===== config.mk =====
export PLATFORM = sky130hd
export DESIGN_NAME = mtrap_ctrl
export DESIGN_NICKNAME = d
export VERILOG_FILES = /design/src/rtl/mtrap_pkg.sv /design/src/rtl/mtrap_status.sv /design/src/rtl/mtrap_regs.sv /design/src/rtl/mtrap_target.sv /design/src/rtl/mtrap_ctrl.sv
export SDC_FILE = /design/constraint.sdc
export NUM_CORES = 1
export LEC_CHECK = 0
export ABC_AREA = 1
export BUFFER_PORTS_ARGS = -buffer_cell sky130_fd_sc_hd__buf_2
export CAP_MARGIN = 10
export CORE_MARGIN = 3
export CORE_UTILIZATION = 35
export CTS_CLUSTER_SIZE = 12
export DETAILED_ROUTE_END_ITERATION = 16
export SKIP_CTS_REPAIR_TIMING = 1
export SYNTH_ARGS = -nofsm -noshare
export SYNTH_HDL_FRONTEND = slang
export SYNTH_SLANG_ARGS = --single-unit

===== constraint.sdc =====
create_clock -name clk -period 2.45 [get_ports clk]
set_input_delay 0.245 -clock clk [delete_from_list [all_inputs] [get_ports clk]]
set_output_delay 0.245 -clock clk [all_outputs]
set_load 0.005 [all_outputs]

===== src/rtl/mtrap_pkg.sv =====
package mtrap_pkg;
  localparam int XLEN    = 32;
  localparam int CSR_AW  = 12;

  localparam logic [CSR_AW-1:0] A_STAT   = 12'h300;
  localparam logic [CSR_AW-1:0] A_STATH  = 12'h310;
  localparam logic [CSR_AW-1:0] A_TVEC   = 12'h305;
  localparam logic [CSR_AW-1:0] A_EPC    = 12'h341;
  localparam logic [CSR_AW-1:0] A_CAUSE  = 12'h342;
  localparam logic [CSR_AW-1:0] A_TVAL   = 12'h343;

  // bit positions decoded by software
  localparam int B_IE    = 3;
  localparam int B_PIE   = 7;
  localparam int B_PPLO  = 11;
  localparam int B_PPHI  = 12;
  localparam int B_BE    = 5;
  localparam int B_GUARD = 10;

  typedef enum logic [2:0] {
    SEL_NONE, SEL_STAT, SEL_STATH, SEL_TVEC, SEL_EPC, SEL_CAUSE, SEL_TVAL
  } csr_sel_e;

  function automatic logic addr_readonly(input logic [CSR_AW-1:0] a);
    return ((a >= 12'hC00) && (a <= 12'hC02)) ||
           ((a >= 12'hC80) && (a <= 12'hC82)) ||
           ((a >= 12'hF11) && (a <= 12'hF15));
  endfunction

  function automatic csr_sel_e addr_decode(input logic [CSR_AW-1:0] a);
    case (a)
      A_STAT:  return SEL_STAT;
      A_STATH: return SEL_STATH;
      A_TVEC:  return SEL_TVEC;
      A_EPC:   return SEL_EPC;
      A_CAUSE: return SEL_CAUSE;
      A_TVAL:  return SEL_TVAL;
      default: return SEL_NONE;
    endcase
  endfunction
endpackage


===== src/rtl/mtrap_status.sv =====
module mtrap_status (
  input  logic        clk,
  input  logic        rst,
  input  logic        trap_take,
  input  logic        mret_take,
  input  logic        wr_lo,
  input  logic        wr_hi,
  input  logic [31:0] wdata,
  output logic        ie_q,
  output logic        pie_q,
  output logic        guard_q,
  output logic        be_q
);
  import mtrap_pkg::*;

  always_ff @(posedge clk) begin
    if (rst) begin
      ie_q    <= 1'b0;
      pie_q   <= 1'b1;
      guard_q <= 1'b1;
      be_q    <= 1'b0;
    end else if (trap_take) begin
      pie_q   <= ie_q;
      ie_q    <= 1'b0;
      guard_q <= 1'b1;
    end else if (mret_take) begin
      ie_q    <= pie_q;
      pie_q   <= 1'b1;
      guard_q <= 1'b0;
    end else begin
      if (wr_lo) begin
        ie_q  <= wdata[B_IE] & ~guard_q;
        pie_q <= wdata[B_PIE];
      end
      if (wr_hi) begin
        be_q    <= wdata[B_BE];
        guard_q <= wdata[B_GUARD];
      end
    end
  end
endmodule


===== src/rtl/mtrap_regs.sv =====
module mtrap_regs #(
  parameter int W = 32
) (
  input  logic         clk,
  input  logic         rst,
  input  logic         trap_take,
  input  logic [W-1:0] trap_cause,
  input  logic [W-1:0] trap_pc,
  input  logic         wr_epc,
  input  logic         wr_cause,
  input  logic         wr_tval,
  input  logic         wr_tvec,
  input  logic [W-1:0] wdata,
  output logic [W-1:0] epc_q,
  output logic [W-1:0] cause_q,
  output logic [W-1:0] tval_q,
  output logic [W-3:0] tbase_q,
  output logic         tmode_q
);
  always_ff @(posedge clk) begin
    if (rst) begin
      epc_q   <= '0;
      cause_q <= '0;
      tval_q  <= '0;
      tbase_q <= '0;
      tmode_q <= 1'b0;
    end else if (trap_take) begin
      epc_q   <= trap_pc;
      cause_q <= trap_cause;
      tval_q  <= '0;
    end else begin
      if (wr_epc)   epc_q   <= wdata;
      if (wr_cause) cause_q <= wdata;
      if (wr_tval)  tval_q  <= wdata;
      if (wr_tvec) begin
        tbase_q <= wdata[W-1:2];
        tmode_q <= wdata[0];
      end
    end
  end
endmodule


===== src/rtl/mtrap_target.sv =====
module mtrap_target #(
  parameter int W         = 32,
  parameter bit VEC_EN    = 1'b1,
  parameter int SLOT_LOG2 = 2
) (
  input  logic [W-3:0] tbase,
  input  logic         tmode,
  input  logic [W-1:0] cause,
  output logic [W-1:0] target
);
  logic [W-1:0] base_addr;
  assign base_addr = {tbase, 2'b00};

  generate
    if (VEC_EN) begin : g_vec
      logic [W-1:0] code;
      logic [W-1:0] offs;
      assign code = {1'b0, cause[W-2:0]};
      assign offs = code << SLOT_LOG2;
      always_comb begin
        if (tmode && cause[W-1]) target = base_addr + offs;
        else                     target = base_addr;
      end
    end else begin : g_direct
      logic unused_ok;
      assign unused_ok = tmode ^ (^cause);
      assign target = base_addr;
    end
  endgenerate
endmodule


===== src/rtl/mtrap_ctrl.sv =====
module mtrap_ctrl #(
  parameter int XW = mtrap_pkg::XLEN,
  parameter int AW = mtrap_pkg::CSR_AW
) (
  input  logic          clk,
  input  logic          rst,
  input  logic          rvc_en,
  input  logic          csr_en,
  input  logic          csr_we,
  input  logic [AW-1:0] csr_addr,
  input  logic [XW-1:0] csr_wdata,
  output logic [XW-1:0] csr_rdata,
  output logic          csr_fault,
  input  logic          trap_req,
  input  logic [XW-1:0] trap_cause,
  input  logic [XW-1:0] trap_pc,
  input  logic          mret_req,
  output logic          redirect_valid,
  output logic [XW-1:0] redirect_pc,
  output logic          halt,
  output logic          irq_en,
  output logic          big_endian
);
  import mtrap_pkg::*;

  logic          halt_q;
  logic          ie_w, pie_w, guard_w, be_w;
  logic [XW-1:0] epc_w, cause_w, tval_w, target_w, epc_rd;
  logic [XW-3:0] tbase_w;
  logic          tmode_w;
  csr_sel_e      sel;
  logic          ro, impl, bad_c;
  logic          live, trap_take, mret_take, wr_ok;
  logic [XW-1:0] rd_c;

  assign sel  = addr_decode(csr_addr);
  assign ro   = addr_readonly(csr_addr);
  assign impl = (sel != SEL_NONE);
  assign bad_c = csr_en & ((csr_we & ro) | (~ro & ~impl));

  assign live      = ~halt_q;
  assign trap_take = live & trap_req;
  assign mret_take = live & ~trap_req & mret_req;
  assign wr_ok     = live & ~trap_req & ~mret_req & csr_en & csr_we & impl;

  mtrap_status u_status (
    .clk       (clk),
    .rst       (rst),
    .trap_take (trap_take),
    .mret_take (mret_take),
    .wr_lo     (wr_ok && sel == SEL_STAT),
    .wr_hi     (wr_ok && sel == SEL_STATH),
    .wdata     (csr_wdata),
    .ie_q      (ie_w),
    .pie_q     (pie_w),
    .guard_q   (guard_w),
    .be_q      (be_w)
  );

  mtrap_regs #(.W(XW)) u_regs (
    .clk        (clk),
    .rst        (rst),
    .trap_take  (trap_take),
    .trap_cause (trap_cause),
    .trap_pc    (trap_pc),
    .wr_epc     (wr_ok && sel == SEL_EPC),
    .wr_cause   (wr_ok && sel == SEL_CAUSE),
    .wr_tval    (wr_ok && sel == SEL_TVAL),
    .wr_tvec    (wr_ok && sel == SEL_TVEC),
    .wdata      (csr_wdata),
    .epc_q      (epc_w),
    .cause_q    (cause_w),
    .tval_q     (tval_w),
    .tbase_q    (tbase_w),
    .tmode_q    (tmode_w)
  );

  mtrap_target #(.W(XW), .VEC_EN(1'b1), .SLOT_LOG2(2)) u_target (
    .tbase  (tbase_w),
    .tmode  (tmode_w),
    .cause  (trap_cause),
    .target (target_w)
  );

  assign epc_rd = {epc_w[XW-1:2], epc_w[1] & rvc_en, 1'b0};

  always_comb begin
    rd_c = '0;
    case (sel)
      SEL_STAT: begin
        rd_c[B_IE]   = ie_w;
        rd_c[B_PIE]  = pie_w;
        rd_c[B_PPLO] = 1'b1;
        rd_c[B_PPHI] = 1'b1;
      end
      SEL_STATH: begin
        rd_c[B_BE]    = be_w;
        rd_c[B_GUARD] = guard_w;
      end
      SEL_TVEC:  rd_c = {tbase_w, 1'b0, tmode_w};
      SEL_EPC:   rd_c = epc_rd;
      SEL_CAUSE: rd_c = cause_w;
      SEL_TVAL:  rd_c = tval_w;
      default:   rd_c = '0;
    endcase
  end

  always_ff @(posedge clk) begin
    if (rst) begin
      halt_q         <= 1'b0;
      redirect_valid <= 1'b0;
      redirect_pc    <= '0;
      csr_rdata      <= '0;
      csr_fault      <= 1'b0;
    end else begin
      csr_rdata <= csr_en ? rd_c : '0;
      csr_fault <= bad_c;
      if (trap_take && guard_w) begin
        halt_q         <= 1'b1;
        redirect_valid <= 1'b0;
        redirect_pc    <= '0;
      end else if (trap_take) begin
        redirect_valid <= 1'b1;
        redirect_pc    <= target_w;
      end else if (mret_take) begin
        redirect_valid <= 1'b1;
        redirect_pc    <= epc_rd;
      end else begin
        redirect_valid <= 1'b0;
        redirect_pc    <= '0;
      end
    end
  end

  assign halt       = halt_q;
  assign irq_en     = ie_w;
  assign big_endian = be_w;
endmodule


# After elaboration in Yosys (flattened, before gate mapping)

Index checks and enable logic that the tools add are counted.

Bits in registers: 198
Input bits: 115
Output and inout bits: 69
Logic and storage cells: 106

Add/subtract/negate cells: 1
Order comparisons: 6
Equality and inequality tests: 12
Mux-type cells: 27
Bitwise gates (word level): 22
Reduce and logical (&&, ||, !) cells: 24

Operator list:

| operator               | number |
|---|---|
| $mux W32               | 7 |
| $pmux W19 S4           | 1 |
| $eq A12 B10 Y1 const B | 6 |
| $ge A12 B12 Y1 const B | 3 |
| $le A12 B12 Y1 const B | 3 |
| $add A32 B32 Y32       | 1 |
| $pmux W1 S5            | 4 |
| $pmux W3 S6            | 1 |
| $and A1 B1 Y1          | 12 |
| $pmux W3 S4            | 1 |
| $logic_and A1 B1 Y1    | 11 |
| $pmux W2 S5            | 1 |
| $eq A3 B3 Y1 const B   | 3 |
| $mux W1                | 9 |
| $not A1 Y1             | 9 |
| $pmux W1 S4            | 2 |
| $pmux W2 S4            | 1 |
| $reduce_bool A2 Y1     | 4 |
| $eq A3 B2 Y1 const B   | 2 |
| $reduce_bool A3 Y1     | 2 |
| $reduce_or A2 Y1       | 3 |
| $eq A3 B1 Y1 const B   | 1 |
| $reduce_and A3 Y1      | 1 |
| $logic_or A1 B1 Y1     | 2 |
| other kinds (2)        | 2 |

# Logic depth before layout (Yosys ltp)

Word-level depth: 10
Mapped depth: 13
Mapped depth without buffers: 13

# Cells and area by module

Synthesis repeated with hierarchy kept, for this count alone.

Cells, all modules: 1819
Area total of the unflattened synthesis: 11400.9 um^2

By module, submodules not included:

| module       | times used | cells an instance | area an instance (um^2) | seq. area each (um^2) |
|---|---|---|---|---|
| mtrap_regs   | 1          | 762               | 5202.5                  | 2542.4 |
| mtrap_ctrl   | 1          | 497               | 3418.3                  | 1341.3 |
| mtrap_target | 1          | 527               | 2566.2                  | 0.0 |
| mtrap_status | 1          | 33                | 214.0                   | 80.1 |

# Least setup slack after synthesis

OpenSTA, ideal clock, no wires.

Path type: reg-to-reg
From: register u_regs.tbase_q[0]
To: register redirect_pc[30]
Setup time: 0.132 ns
Arrival: 1.701 ns
Data required time: 2.318 ns
Path slack: 0.616 ns
Cell stages (with the launch flop): 13
Path buffers: 0
Period minus slack after synthesis: 1.834 ns
Path through: dfxtp_1 ha_1 fa_1 nand3_1 nand3_1 nand3_1 nand3_1 nand2_1 nand2_1 nand2_1 nand3_1 nand2_1 a21oi_1

Longest elaborated chain between the ends: 3

Ends and longest elaborated chain:

| element                | RTL line           | source |
|---|---|---|
| start, declared        | mtrap_regs.sv:17   | `output logic [W-3:0] tbase_q,` |
| start signal, assigned | mtrap_regs.sv:36   | `tbase_q <= wdata[W-1:2];` |
| $add A32 B32 Y32       | mtrap_target.sv:21 | `if (tmode && cause[W-1]) target = base_addr + offs;` |
| $mux W32               | mtrap_target.sv:21 |  |
| $mux W32               | mtrap_ctrl.sv:122  | `end else if (trap_take) begin` |
| end signal, assigned   | mtrap_ctrl.sv:124  | `redirect_pc <= target_w;` |
| end signal, assigned   | mtrap_ctrl.sv:127  | `redirect_pc <= epc_rd;` |
| end, declared          | mtrap_ctrl.sv:19   | `output logic [XW-1:0] redirect_pc,` |

No other way between the ends.
A chain may end at the register's enable or synchronous reset.

# Worst setup path after layout

From: register u_regs.tbase_q[0]
To: register redirect_pc[26]

Same word-level chain as after synthesis.

==> results.md <==
* Distinct cell type count after synthesis at 40
* Gpl congestion at 0.920
* # DRC at 0
* Clock Root Buffer: clkbuf_16
* Max Cap Viol at 0
* I/O Buffers at 181
* GRT Total Usage at 25.5%
* Ant diodes at 0
* CP max stage delay at 0.47 ns
* Max Fclk at 0.439 GHz
* Reg2reg start: u_regs.tbase_q[0]
* Sequential share of the synthesized area at 37.7%
* Cell area after technology mapping at 0.0104 mm2
* Crit path arrival time at 2.59 ns
* Reg clk slew, reported paths at 0.09 ns
* Crit path from: u_regs.tbase_q[0]
* Die Span X at 178 um
* Final ANT Viol Nets at 0
* Clk_lat worst skew at 0.45 ns
* Min setup slack post-route at 0.172 ns
* Final Cycle Share at 93.0%
* Critical-path cell list: ha_1 -> fa_1 -> nand3_1 -> nand3_2 -> nand2_1 -> nand2_1 -> nand2_1 -> nand3_1 -> nand2_1 -> nand3_1 -> nand2_1 -> a21oi_1
* CP required at 2.76 ns
* Die outline height at 178 um
* Slew Limit Fails at 0
* Async set-reset flop share out of synthesis at 0%
* Min-delay worst type: in -> reg
* Antenna violations before repair at 0
* Grt ovf at 0
* Row count at 62
* Total power at 6.98 mW
* Largest net degree at the start of global routing at 62
* Startpoint types: flop
* DR vias/cell at 5.28
* Hpwl dp at 30.5 mm
* Post-DR wirelength/cell at 19.2 um
* Reg2Reg Setup Slack at 0.17 ns
* Synth area leader: dfxtp_1
* Pwr dens at 561 mW/mm2
* Final setup viols at 0
* H-tree depth at 4
* Area Growth Syn to Fin at 19.5%
* Fill cell count at 3160
* Final design utilization at 42.9%
* Clk_skew at 0.0147 ns
* Final Hold Fails at 0
* Synth warn at 0
* Sink Count at 196
* Synth cell count leaders: nand2_1, dfxtp_1, inv_1
* Die area at 0.0319 mm2
* WL final at 41.3 mm
* Status: complete, no violations
* CP Max Fanout at 5
* Starting Density at 35.9%
* Post-synth EDFFs at 0
* Most frequent cell after synthesis: nand2_1
* DRT iter0 DRCs at 1137
* Place WS at 0.0774 ns
* Tmin final at 2.28 ns
* Leak at 5.84 nW
* Post-Syn Instances at 1589
* Hold Startpoint: rvc_en
* Register bit total from synthesis at 196
* CTS Buffer Depth at 2
* Setup crit end kind: flop
* Vias at 11400
* RSZ-0062 raised after global routing: no
* Area contributors post-synth: dfxtp_1, nand2_1, a21oi_1
* Slew margin rel. at 56.7%
* Syn nets at 1734
* Slowest CP cell: fa_1
* Share of layout cells above drive strength 1 at 15.8%
* CTS tree: built
* # IOs at 184
* TNS Setup at 0 ns
* Nets at 1899
* Critical path type: reg -> reg
* DRT Pass-1 Iters at 7
* Syn avg cell area at 6.55 um2
* Peak supply drop at 0.000535 V
* First-pass GRT wire length at 61.5 mm
* Post-synth top area share at 37.7%
* Vias in the first global route at 10600
* CTS buffer count at 17
* Least-Margin Pin Slew at 0.650 ns
* Top FF cell, synth: dfxtp_1
* Core area at 0.0290 mm2
* CP most frequent cell: nand2_1
-- cells by family (layout without fill, tap and decap cells) --
| group | count (synthesis) | after routing | synth area share (%) |
|---|---|---|---|
| adder cells (fa/ha/maj) | 30 | 30 | 3.68 |
| other | 1 | 1 | 0.0360 |
| flip-flops | 196 | 196 | 37.7 |
| XOR/XNOR | 13 | 13 | 1.09 |
| buffers and inverters | 251 | 429 | 9.66 |
| AND/OR/NAND/NOR | 737 | 737 | 28.7 |
| AO/OA/AOI/OAI | 361 | 361 | 19.1 |
-- power breakdown --
group          internal [mW]  switching [mW]  leakage [nW]
Combinational          0.252           0.540          3.97
Sequential              3.28          0.0589          1.59
Clock                   1.37            1.48         0.282
Total                   4.90            2.08          5.84
-- critical path, delay by kind of cell (launching register included) --
family,cells,cell delay [ns]
and+or+nand+nor,9,1.00
AOI/OAI and AO/OA,1,0.06
adders and majority gates,2,0.76
DFF,1,0.34
-- layout by cell type, fill, tap and decap left out, types with 2 or more instances in the layout --
cell type | synthesis | final
nor3_1 | 8 | 8
nand2_4 | 4 | 5
o21ai_1 | 9 | 9
buf_12 | 0 | 5
a21oi_1 | 154 | 154
o21ai_0 | 111 | 111
a41oi_1 | 4 | 4
nand3b_1 | 2 | 2
inv_1 | 164 | 163
nand4_1 | 10 | 10
o211ai_1 | 2 | 2
a211oi_1 | 5 | 5
inv_8 | 1 | 4
nand3_1 | 87 | 86
nand2_1 | 459 | 457
clkinvlp_4 | 0 | 2
buf_4 | 2 | 37
nor2_1 | 157 | 155
clkinv_8 | 0 | 4
o22ai_1 | 20 | 20
a31oi_1 | 32 | 32
inv_2 | 8 | 9
xor2_1 | 11 | 11
xnor2_1 | 2 | 2
clkbuf_16 | 0 | 17
o21bai_1 | 3 | 3
inv_6 | 0 | 4
ha_1 | 29 | 29
and2_1 | 4 | 4
dfxtp_1 | 196 | 196
a221oi_1 | 18 | 18
nand3_2 | 2 | 3
nor2_2 | 2 | 4
buf_2 | 21 | 181
-- area by class of cell --
cell class	instances	area (um2)	share of cell area (%)
Tap cell	384	480	3.86
Clock buffer	17	425	3.42
Multi-Input combinational cell	1142	5500	44.2
Clock inverter	15	163	1.31
Inverter	174	661	5.31
Sequential cell	196	3920	31.5
Timing Repair Buffer	223	1280	10.3
-- sequential cells by signal (all words and copies together) (netlist names), 30 cells and up --
register	cells
csr_rdata	32
redirect_pc	31
u_regs.cause_q	32
u_regs.epc_q	31
u_regs.tbase_q	30
u_regs.tval_q	32
-- layer usage --
layer / vias up / GRT usage [%] / part of all wire [%]
met2: 547 / 42.3 / 47
met5: - / 0 / 0
met3: 81 / 2.98 / 7.4
met1: 5214 / 33.8 / 43
li1: 5517 / - / -
met4: 0 / 9.71 / 3.4
-- worst paths after layout --
path | cells past startpoint | end
worst max register to register | 12 | redirect_pc[26]
worst max-delay path | 12 | redirect_pc[26]
worst min-delay path | 3 | redirect_pc[1]
worst min register to register | 2 | u_regs.tval_q[7]
-- stage by stage --
step / hold slack (ns) / cell area [um2] / instances
floorplan: 0.376 / 10400 / 1589
global placement: 0.433 / 11800 / 2119
detailed placement: 0.439 / 11800 / 2119
CTS: 0.0355 / 12400 / 2151
global route: 0.0456 / 12400 / 2151
finish: 0.0493 / 12400 / 2151
Note: power is estimated with default switching activity, not from simulation.
